[config.mk]
export PLATFORM = sky130hd
export DESIGN_NAME = idle_wake_ctrl
export DESIGN_NICKNAME = d
export VERILOG_FILES = /design/src/rtl/idle_wake_pkg.sv /design/src/rtl/idle_wake_arbiter.sv /design/src/rtl/idle_wake_decider.sv /design/src/rtl/idle_wake_pending.sv /design/src/rtl/idle_wake_ctrl.sv
export SDC_FILE = /design/constraint.sdc
export NUM_CORES = 1
export LEC_CHECK = 0
export BUFFER_PORTS_ARGS = -buffer_cell sky130_fd_sc_hd__clkbuf_2
export CAP_MARGIN = 20
export CORE_ASPECT_RATIO = 1.5
export CORE_UTILIZATION = 50
export DETAILED_ROUTE_END_ITERATION = 16
export PLACE_DENSITY = 0.87
export SYNTH_ARGS = -nofsm -noshare
export SYNTH_HDL_FRONTEND = slang
export SYNTH_SLANG_ARGS = --single-unit
[constraint.sdc]
create_clock -name clk -period 6.55 [get_ports clk]
set_input_delay 0.9825 -clock clk [delete_from_list [all_inputs] [get_ports clk]]
set_output_delay 0.9825 -clock clk [all_outputs]
set_load 0.01 [all_outputs]
[src/rtl/idle_wake_pkg.sv]
package idle_wake_pkg;
  // Context captured when idle is entered
  typedef struct packed {
    logic       blk;      // interrupt wake blocked
    logic       in_nmi;   // entered inside NMI handler
    logic       in_irq;   // entered inside maskable handler
    logic       ie;       // interrupt enable at entry
  } idle_ctx_t;

  function automatic logic prio_outranks(input int unsigned a, input int unsigned b);
    return a < b;
  endfunction
endpackage

[src/rtl/idle_wake_arbiter.sv]
module idle_wake_arbiter #(
  parameter int NUM_IRQ = 4,
  parameter int PRIO_W  = 2,
  localparam int ID_W   = $clog2(NUM_IRQ + 1)
) (
  input  logic [NUM_IRQ-1:0]        req,
  input  logic [NUM_IRQ-1:0]        mask,
  input  logic [NUM_IRQ*PRIO_W-1:0] prio,
  output logic                      any_valid,
  output logic [ID_W-1:0]           win_idx,
  output logic [PRIO_W-1:0]         win_prio
);
  logic [PRIO_W-1:0] p_arr [NUM_IRQ];
  logic [NUM_IRQ-1:0] en;

  for (genvar g = 0; g < NUM_IRQ; g++) begin : g_unpack
    assign p_arr[g] = prio[g*PRIO_W +: PRIO_W];
    assign en[g]    = req[g] & ~mask[g];
  end

  always_comb begin
    any_valid = 1'b0;
    win_idx   = '0;
    win_prio  = '0;
    for (int i = 0; i < NUM_IRQ; i++) begin
      // strict compare keeps the lower index on a tie
      if (en[i] && (!any_valid || (p_arr[i] < win_prio))) begin
        any_valid = 1'b1;
        win_idx   = ID_W'(i);
        win_prio  = p_arr[i];
      end
    end
  end
endmodule

[src/rtl/idle_wake_decider.sv]
module idle_wake_decider
  import idle_wake_pkg::*;
#(
  parameter int PRIO_W = 2
) (
  input  idle_ctx_t         ctx,
  input  logic [PRIO_W-1:0] ctx_prio,
  input  logic              nmi,
  input  logic              any_irq,
  input  logic [PRIO_W-1:0] win_prio,
  output logic              wake,
  output logic              do_ack
);
  logic outranks;

  always_comb begin
    wake     = !ctx.blk && (nmi || any_irq);
    outranks = nmi || prio_outranks(int'(win_prio), int'(ctx_prio));
    if (ctx.in_nmi)      do_ack = 1'b0;
    else if (ctx.in_irq) do_ack = outranks;
    else                 do_ack = nmi || ctx.ie;
    do_ack = do_ack && wake;
  end
endmodule

[src/rtl/idle_wake_pending.sv]
module idle_wake_pending #(
  parameter int ID_W = 3
) (
  input  logic            clk,
  input  logic            rst,
  input  logic            hold_fire,
  input  logic            ack_fire,
  input  logic [ID_W-1:0] evt_id,
  output logic            pending
);
  logic [ID_W-1:0] pend_id;

  always_ff @(posedge clk) begin
    if (rst) begin
      pending <= 1'b0;
      pend_id <= '0;
    end else if (hold_fire) begin
      pending <= 1'b1;
      pend_id <= evt_id;
    end else if (ack_fire && pending && (evt_id == pend_id)) begin
      pending <= 1'b0;
    end
  end
endmodule

[src/rtl/idle_wake_ctrl.sv]
module idle_wake_ctrl
  import idle_wake_pkg::*;
#(
  parameter int NUM_IRQ = 4,
  parameter int PRIO_W  = 2,
  localparam int ID_W   = $clog2(NUM_IRQ + 1)
) (
  input  logic                      clk,
  input  logic                      rst,
  input  logic                      idle_enter,
  input  logic                      wblk_maskable,
  input  logic                      wblk_nmi,
  input  logic [NUM_IRQ-1:0]        irq_req,
  input  logic [NUM_IRQ-1:0]        irq_mask,
  input  logic [NUM_IRQ*PRIO_W-1:0] irq_prio,
  input  logic                      nmi_req,
  input  logic                      int_en,
  input  logic                      in_nmi_svc,
  input  logic                      in_irq_svc,
  input  logic [PRIO_W-1:0]         svc_prio,
  output logic                      idle_active,
  output logic                      clk_resume,
  output logic                      ack,
  output logic [ID_W-1:0]           ack_id,
  output logic                      pending,
  output logic                      resume_next
);
  localparam logic [ID_W-1:0] NMI_ID = ID_W'(NUM_IRQ);

  idle_ctx_t         ctx_q;
  logic [PRIO_W-1:0] ctx_prio_q;
  logic              any_irq;
  logic [ID_W-1:0]   irq_idx;
  logic [PRIO_W-1:0] irq_win_prio;
  logic              wake, do_ack;
  logic [ID_W-1:0]   evt_id;
  logic              hold_fire, ack_fire;

  idle_wake_arbiter #(.NUM_IRQ(NUM_IRQ), .PRIO_W(PRIO_W)) u_arb (
    .req(irq_req), .mask(irq_mask), .prio(irq_prio),
    .any_valid(any_irq), .win_idx(irq_idx), .win_prio(irq_win_prio)
  );

  idle_wake_decider #(.PRIO_W(PRIO_W)) u_dec (
    .ctx(ctx_q), .ctx_prio(ctx_prio_q), .nmi(nmi_req), .any_irq(any_irq),
    .win_prio(irq_win_prio), .wake(wake), .do_ack(do_ack)
  );

  assign evt_id    = nmi_req ? NMI_ID : irq_idx;
  assign hold_fire = idle_active && wake && !do_ack;
  assign ack_fire  = idle_active && wake && do_ack;

  idle_wake_pending #(.ID_W(ID_W)) u_pend (
    .clk(clk), .rst(rst), .hold_fire(hold_fire), .ack_fire(ack_fire),
    .evt_id(evt_id), .pending(pending)
  );

  always_ff @(posedge clk) begin
    if (rst) begin
      idle_active <= 1'b0;
      ctx_q       <= '0;
      ctx_prio_q  <= '0;
      clk_resume  <= 1'b0;
      ack         <= 1'b0;
      ack_id      <= '0;
      resume_next <= 1'b0;
    end else begin
      clk_resume  <= 1'b0;
      ack         <= 1'b0;
      resume_next <= 1'b0;
      if (!idle_active) begin
        if (idle_enter) begin
          idle_active   <= 1'b1;
          ctx_q.blk     <= wblk_maskable | wblk_nmi;
          ctx_q.in_nmi  <= in_nmi_svc;
          ctx_q.in_irq  <= in_irq_svc;
          ctx_q.ie      <= int_en;
          ctx_prio_q    <= svc_prio;
        end
      end else if (wake) begin
        idle_active <= 1'b0;
        clk_resume  <= 1'b1;
        ack         <= do_ack;
        ack_id      <= evt_id;
        resume_next <= !do_ack;
      end
    end
  end
endmodule

# Yosys cells after proc, flatten, opt, wreduce, memory -nomap -nowiden
# Cells that the tools add are included.
# Widths: inputs -> output; s select.
# word_totals
register_bits	17
latchBits	0
ram_bits	0
romBits	0
in_bits	27
out_inout_bits	8
elab_cells	74
memories	0
# classes
addsub	0
multipliers	0
div	0
magnitude_cmp	4
n_eq_ne	1
n_shift	0
n_mux	20
bitwise	11
n_reduce_logical	26
# ops
cell	count
$mux 1	13
$mux 2	6
$logic_and 1x1->1	10
$lt 2x2->1	4
$logic_or 1x1->1	6
$not 1->1	6
$logic_not 1->1	5
$and 1x1->1	4
$reduce_and 2->1	2
$eq 3x3->1	1
$mux 3	1
$reduce_or 3->1	1
$reduce_bool 2->1	1
$reduce_or 2->1	1
$or 1x1->1	1

# Longest topological paths before layout
# depth
word_depth	25
ltp_mapped	27
mapped_depth_nobuf	27

# Cells and area by module
# From an unflattened synthesis, not the netlist that was laid out.
# unflattened
hier_cells	116
area_unflattened_um2	1006.0
# by_module_without_submodules
mod	instances	cells_per_inst	area_each_um2	seq_area_each_um2
idle_wake_ctrl	1	48	476.7	260.2
idle_wake_arbiter	1	41	282.8	0.0
idle_wake_pending	1	17	185.2	80.1
idle_wake_decider	1	10	61.3	0.0

# Least setup slack after synthesis
# Ideal clock, no wire load.
# synth_path
kind	input-to-reg
start	in irq_mask[0]
end	reg u_pend.pending
setup_ps	125
arrival_time_ps	5404
required_ps	6425
setup_slack_ps	1021
path_stages	25
n_path_buf	0
cell_sequence	and2b_4 > nand2_1 > ha_1 > a21oi_1 > o21ai_0 > nand3_1 > o21ai_0 > inv_1 > ha_1 > nor4b_1 > a31oi_1 > a21boi_1 > mux2i_1 > ha_1 > a21oi_1 > a31oi_1 > a31oi_1 > o211ai_4 > mux2i_1 > ha_1 > and3b_1 > o31ai_1 > o21ai_0 > o211ai_2 > o41a_1
# synth_via
elab_chain_len	24
word_cells_on_any_way	42
cone_classes	order compare (4); eq/ne (1); mux (15); bitwise (2); reduce/logical (20)
# synth_lines
element	line	text
from (decl)	idle_wake_ctrl.sv:14	input logic [NUM_IRQ-1:0] irq_mask,
$not 1->1 (*)	idle_wake_arbiter.sv:18	assign en[g] = req[g] & ~mask[g];
$and 1x1->1 (*)	idle_wake_arbiter.sv:18	
$mux 2 or $mux 1 (tied branches)	idle_wake_arbiter.sv:27	if (en[i] && (!any_valid || (p_arr[i] < win_prio))) begin
$lt 2x2->1 or $logic_not 1->1 (tied branches)	idle_wake_arbiter.sv:27	
$logic_or 1x1->1	idle_wake_arbiter.sv:27	
$logic_and 1x1->1	idle_wake_arbiter.sv:27	
$mux 2 or $mux 1 (tied branches)	idle_wake_arbiter.sv:27	
$lt 2x2->1 or $logic_not 1->1 (tied branches)	idle_wake_arbiter.sv:27	
[... 7 more ...]	n/a	
$lt 2x2->1	idle_wake_pkg.sv:11	return a < b;
$logic_or 1x1->1	idle_wake_decider.sv:18	outranks = nmi || prio_outranks(int'(win_prio), int'(ctx_prio));
$mux 1	idle_wake_decider.sv:20	else if (ctx.in_irq) do_ack = outranks;
$mux 1	idle_wake_decider.sv:19	if (ctx.in_nmi) do_ack = 1'b0;
$logic_and 1x1->1	idle_wake_decider.sv:22	do_ack = do_ack && wake;
$logic_and 1x1->1	idle_wake_ctrl.sv:51	assign ack_fire = idle_active && wake && do_ack;
$logic_and 1x1->1 (2 in series)	idle_wake_pending.sv:20	end else if (ack_fire && pending && (evt_id == pend_id)) begin
$reduce_bool 2->1 (no line)	n/a	
to (signal assigned)	idle_wake_pending.sv:15	pending <= 1'b0;
to (signal assigned)	idle_wake_pending.sv:18	pending <= 1'b1;
to (signal assigned)	idle_wake_pending.sv:21	pending <= 1'b0;
to (decl)	idle_wake_pending.sv:9	output logic pending
# Every way passes the cells marked *; elsewhere a longest branch is shown, timed or not.
# A chain may end at the register's enable or synchronous reset.

# Worst setup path after layout
# layout_path
start	in irq_mask[0]
end	reg u_pend.pend_id[0]
# layout_via
elab_chain_len	22
word_cells_on_any_way	36
cone_classes	order compare (4); mux (14); bitwise (2); reduce/logical (16)
# layout_lines
element	line	text
$not 1->1 (*)	idle_wake_arbiter.sv:18	
$and 1x1->1 (*)	idle_wake_arbiter.sv:18	
$mux 2 or $mux 1 (tied branches)	idle_wake_arbiter.sv:27	
$lt 2x2->1 or $logic_not 1->1 (tied branches)	idle_wake_arbiter.sv:27	
$logic_or 1x1->1	idle_wake_arbiter.sv:27	
$logic_and 1x1->1	idle_wake_arbiter.sv:27	
$mux 2 or $mux 1 (tied branches)	idle_wake_arbiter.sv:27	
$lt 2x2->1 or $logic_not 1->1 (tied branches)	idle_wake_arbiter.sv:27	
[... 6 more ...]	n/a	
$mux 2	idle_wake_arbiter.sv:27	
$lt 2x2->1	idle_wake_pkg.sv:11	
$logic_or 1x1->1	idle_wake_decider.sv:18	
$mux 1	idle_wake_decider.sv:20	
$mux 1	idle_wake_decider.sv:19	
$logic_and 1x1->1	idle_wake_decider.sv:22	
$logic_not 1->1	idle_wake_ctrl.sv:50	assign hold_fire = idle_active && wake && !do_ack;
$logic_and 1x1->1	idle_wake_ctrl.sv:50	
to (signal assigned)	idle_wake_pending.sv:19	pend_id <= evt_id;
to (decl)	idle_wake_pending.sv:11	logic [ID_W-1:0] pend_id;
# Marks and branches as above.

==> results.toml <==
[cells_and_area]
area_growth_pct = 18.6
drive_gt1_share_pct = 29.5
diodes = 0
seq_area_um2 = 340
fillers = 179
layout.nets = 198
final_core_util_pct = 63.8
multi_input_area_um2 = 731

[setup_path]
end_kind = "flop"
crit_arrival_ns = 6.21
ff2ff_path_depth = 9
critPathKind = "input pin to flop"
startpoint_type = "input pin"
crit_required_ns = 6.73
critPathMaxFanout = 6

[die]
rows = 20
die_y_um = 59.6
ios = 35
start_util_pct = 53.8
die_area_um2 = 2410
fp.dieW_um = 40.4
core-area_um2 = 2050

[logic_synthesis]
synth.distinct_cells = 40
synth_edf_count = 0
synth_area_per_cell_um2 = 8.31
syn-cell-area_um2 = 1100
synth-seq-cells = 17
synthArstFlopShare_pct = 0
synth_nets = 164
synthFlopType = "dfxtp_1"
postSynthCellCount = 133
yosysSeqAreaShare_pct = 30.8
yosys_warnings = 0

[detailed_routing]
routed-wl-met2_um = 1310
viasPerCell = 5.84
m1WireLength_um = 1030
ant_nets = 0
drcViolationCount = 0
dr.pass1.iters = 4
num_vias = 1098
drt_wl_total_um = 2530
dr_wl_met3_um = 137
top_layer_used = "met4"
drtIter0Drc = 20
wl_per_cell_um = 13.4

[hold_path]
holdCritPathClass = "flop to flop"
hold_depth = 2

[power_and_ir_drop]
leakagePower_uw = 0.000603
power_density_nw_per_um2 = 181
ir_drop_mv = 0.166

[timing]
layout_min_cycle_time_ns = 6.03
clock_skew_ns = 0.00596
max_slew_margin_pct = 53.7
final-hold-violation-count = 0
setup_viol = 0
min_period_over_period_pct = 92.1
rsz0062_at_grt = "false"
worst_slew_pin_slew_ns = 0.693
setup_tns_ns = 0
drv_slew = 0
max_freq_mhz = 166
hold_ws_ns = 0.481

[grt]
grt_pass1_wl_um = 4040
grt_pass1_vias = 1059
grt_max_degree = 18
antenna_found_initial = 0
grt_overflow = 0
grt_usage_pct = 23.8

[clocking]
cts_setup_buffers = 0
clockBufferDepth = 2
cts_sinks = 17
clk_latency_ns = 0.29
cts.clk_slew.worst_paths_ns = 0.09
postCtsHoldBufs = 0
root_buffer = "clkbuf_4"
cts_tree = "done"
h-tree-depth = 1
cts_buffers = 3
postCtsResizedCells = 0

[run_status]
status = "completed"

[place]
dp_hpwl_um = 2050
io_buffer_count = 34
gp_congestion = 0.740

[job]
cap_violations = 0
## per-layer routing
| metal | up-vias | track usage, % |
|---|---|---|
| li1 | 548 | - |
| met1 | 501 | 23.4 |
| met2 | 42 | 43.8 |
| met3 | 7 | 4.14 |
| met4 | 0 | 11.9 |
| met5 | - | 0 |
## cell usage after synthesis (all sizes together), types with 2 or more instances
cell	count	area [µm²]
nor3	5	25.0
nor2	22	82.6
ha	4	50.1
a21oi	11	58.8
and2	2	12.5
nand2	10	40.0
clkbuf	4	15.0
nand3	3	15.0
o211ai	3	46.3
mux2i	10	100
nand2b	5	46.3
a31o	2	17.5
o21ai	6	30.0
dfxtp	17	340
a211oi	2	15.0
and2b	3	27.5
inv	4	15.0
nor2b	2	12.5
a31oi	4	25.0
## sequential cells by signal (all words and copies together) (netlist names)
name	count
ack_id	3
clk_resume	1
u_pend.pending	1
resume_next	1
u_pend.pend_id	3
ctx_q	4
ctx_prio_q	2
idle_active	1
ack	1
## cells by family after synthesis
family / Yosys count / synth area share, %
buffers and inverters: 9 / 3.06
xor gates and xnor gates: 1 / 0.793
muxes: 10 / 9.06
AOI/OAI and AO/OA: 35 / 24.7
DFF: 17 / 30.8
and+or+nand+nor: 57 / 27.1
adders and majority gates: 4 / 4.53
## critical path: stages
cell	delay [ns]
clkbuf_2	0.09
and2b_4	0.29
nand2_1	0.07
ha_1	0.29
a21oi_1	0.06
o21ai_0	0.28
nand3_1	0.11
o21ai_0	0.13
inv_1	0.08
ha_1	0.32
nor4b_1	0.07
a31oi_1	0.25
a21boi_1	0.39
mux2i_1	0.29
ha_1	0.29
a21oi_1	0.15
a31oi_1	0.09
a31oi_1	0.33
o211ai_4	0.16
mux2i_1	0.17
ha_1	0.29
o21ai_0	0.07
a21oi_1	0.19
o21ai_0	0.13
o211ai_2	0.25
nand2_1	0.18
mux2i_1	0.18
nor2_1	0.05
## worst paths after layout
| check | startpoint | to | slack [ns] |
|---|---|---|---|
| max | irq_mask[0] | u_pend.pend_id[0] | 0.52 |
| max reg2reg | ctx_prio_q[1] | u_pend.pend_id[0] | 4.77 |
| min | ack_id[0] | ack_id[0] | 0.48 |
| min reg2reg | ack_id[0] | ack_id[0] | 0.48 |
## stage by stage
step / power [µW] / cells / cell area, µm² / setup slack, ns
floorplan: 164 / 133 / 1100 / 1.02
global placement: 181 / 184 / 1280 / 0.521
detailed placement: 185 / 184 / 1280 / 0.302
CTS: 239 / 188 / 1310 / 0.577
global route: 252 / 188 / 1310 / 0.0159
finish: 237 / 188 / 1310 / 0.516
## layout make-up
| type | instances | share of cell area (%) |
|---|---|---|
| sequential | 17 | 26.0 |
| multi-input combinational | 107 | 55.8 |
| clock buffer | 4 | 2.01 |
| timing repair buffer | 34 | 13.0 |
| tap | 22 | 2.10 |
| inverter | 4 | 1.15 |
## report_power, final
group	internal [µW]	switching, µW	total, µW	leakage [µW]
logic	30.6	39.8	70.4	0.000449
registers	109	3.50	113	0.000139
clock network	23.7	30.5	54.2	0.0000150
## cell usage in the layout (no fill, tap or decap), types with 2 or more instances in the layout
master / Yosys / final
clkbuf_2: 0 / 34
nand2b_4: 2 / 2
a211oi_1: 2 / 2
nor2_1: 22 / 22
dfxtp_1: 17 / 17
and2b_4: 2 / 2
a21oi_1: 10 / 10
and2_1: 2 / 2
o211ai_2: 2 / 2
nor3_1: 5 / 5
ha_1: 4 / 4
a31oi_1: 4 / 4
inv_1: 4 / 4
o21ai_0: 5 / 5
nand3_1: 3 / 3
nand2b_1: 3 / 3
nand2_1: 9 / 9
clkbuf_4: 0 / 3
mux2i_1: 10 / 10
nor2b_1: 2 / 2
No activity file was read; power rests on OpenSTA's default activity.
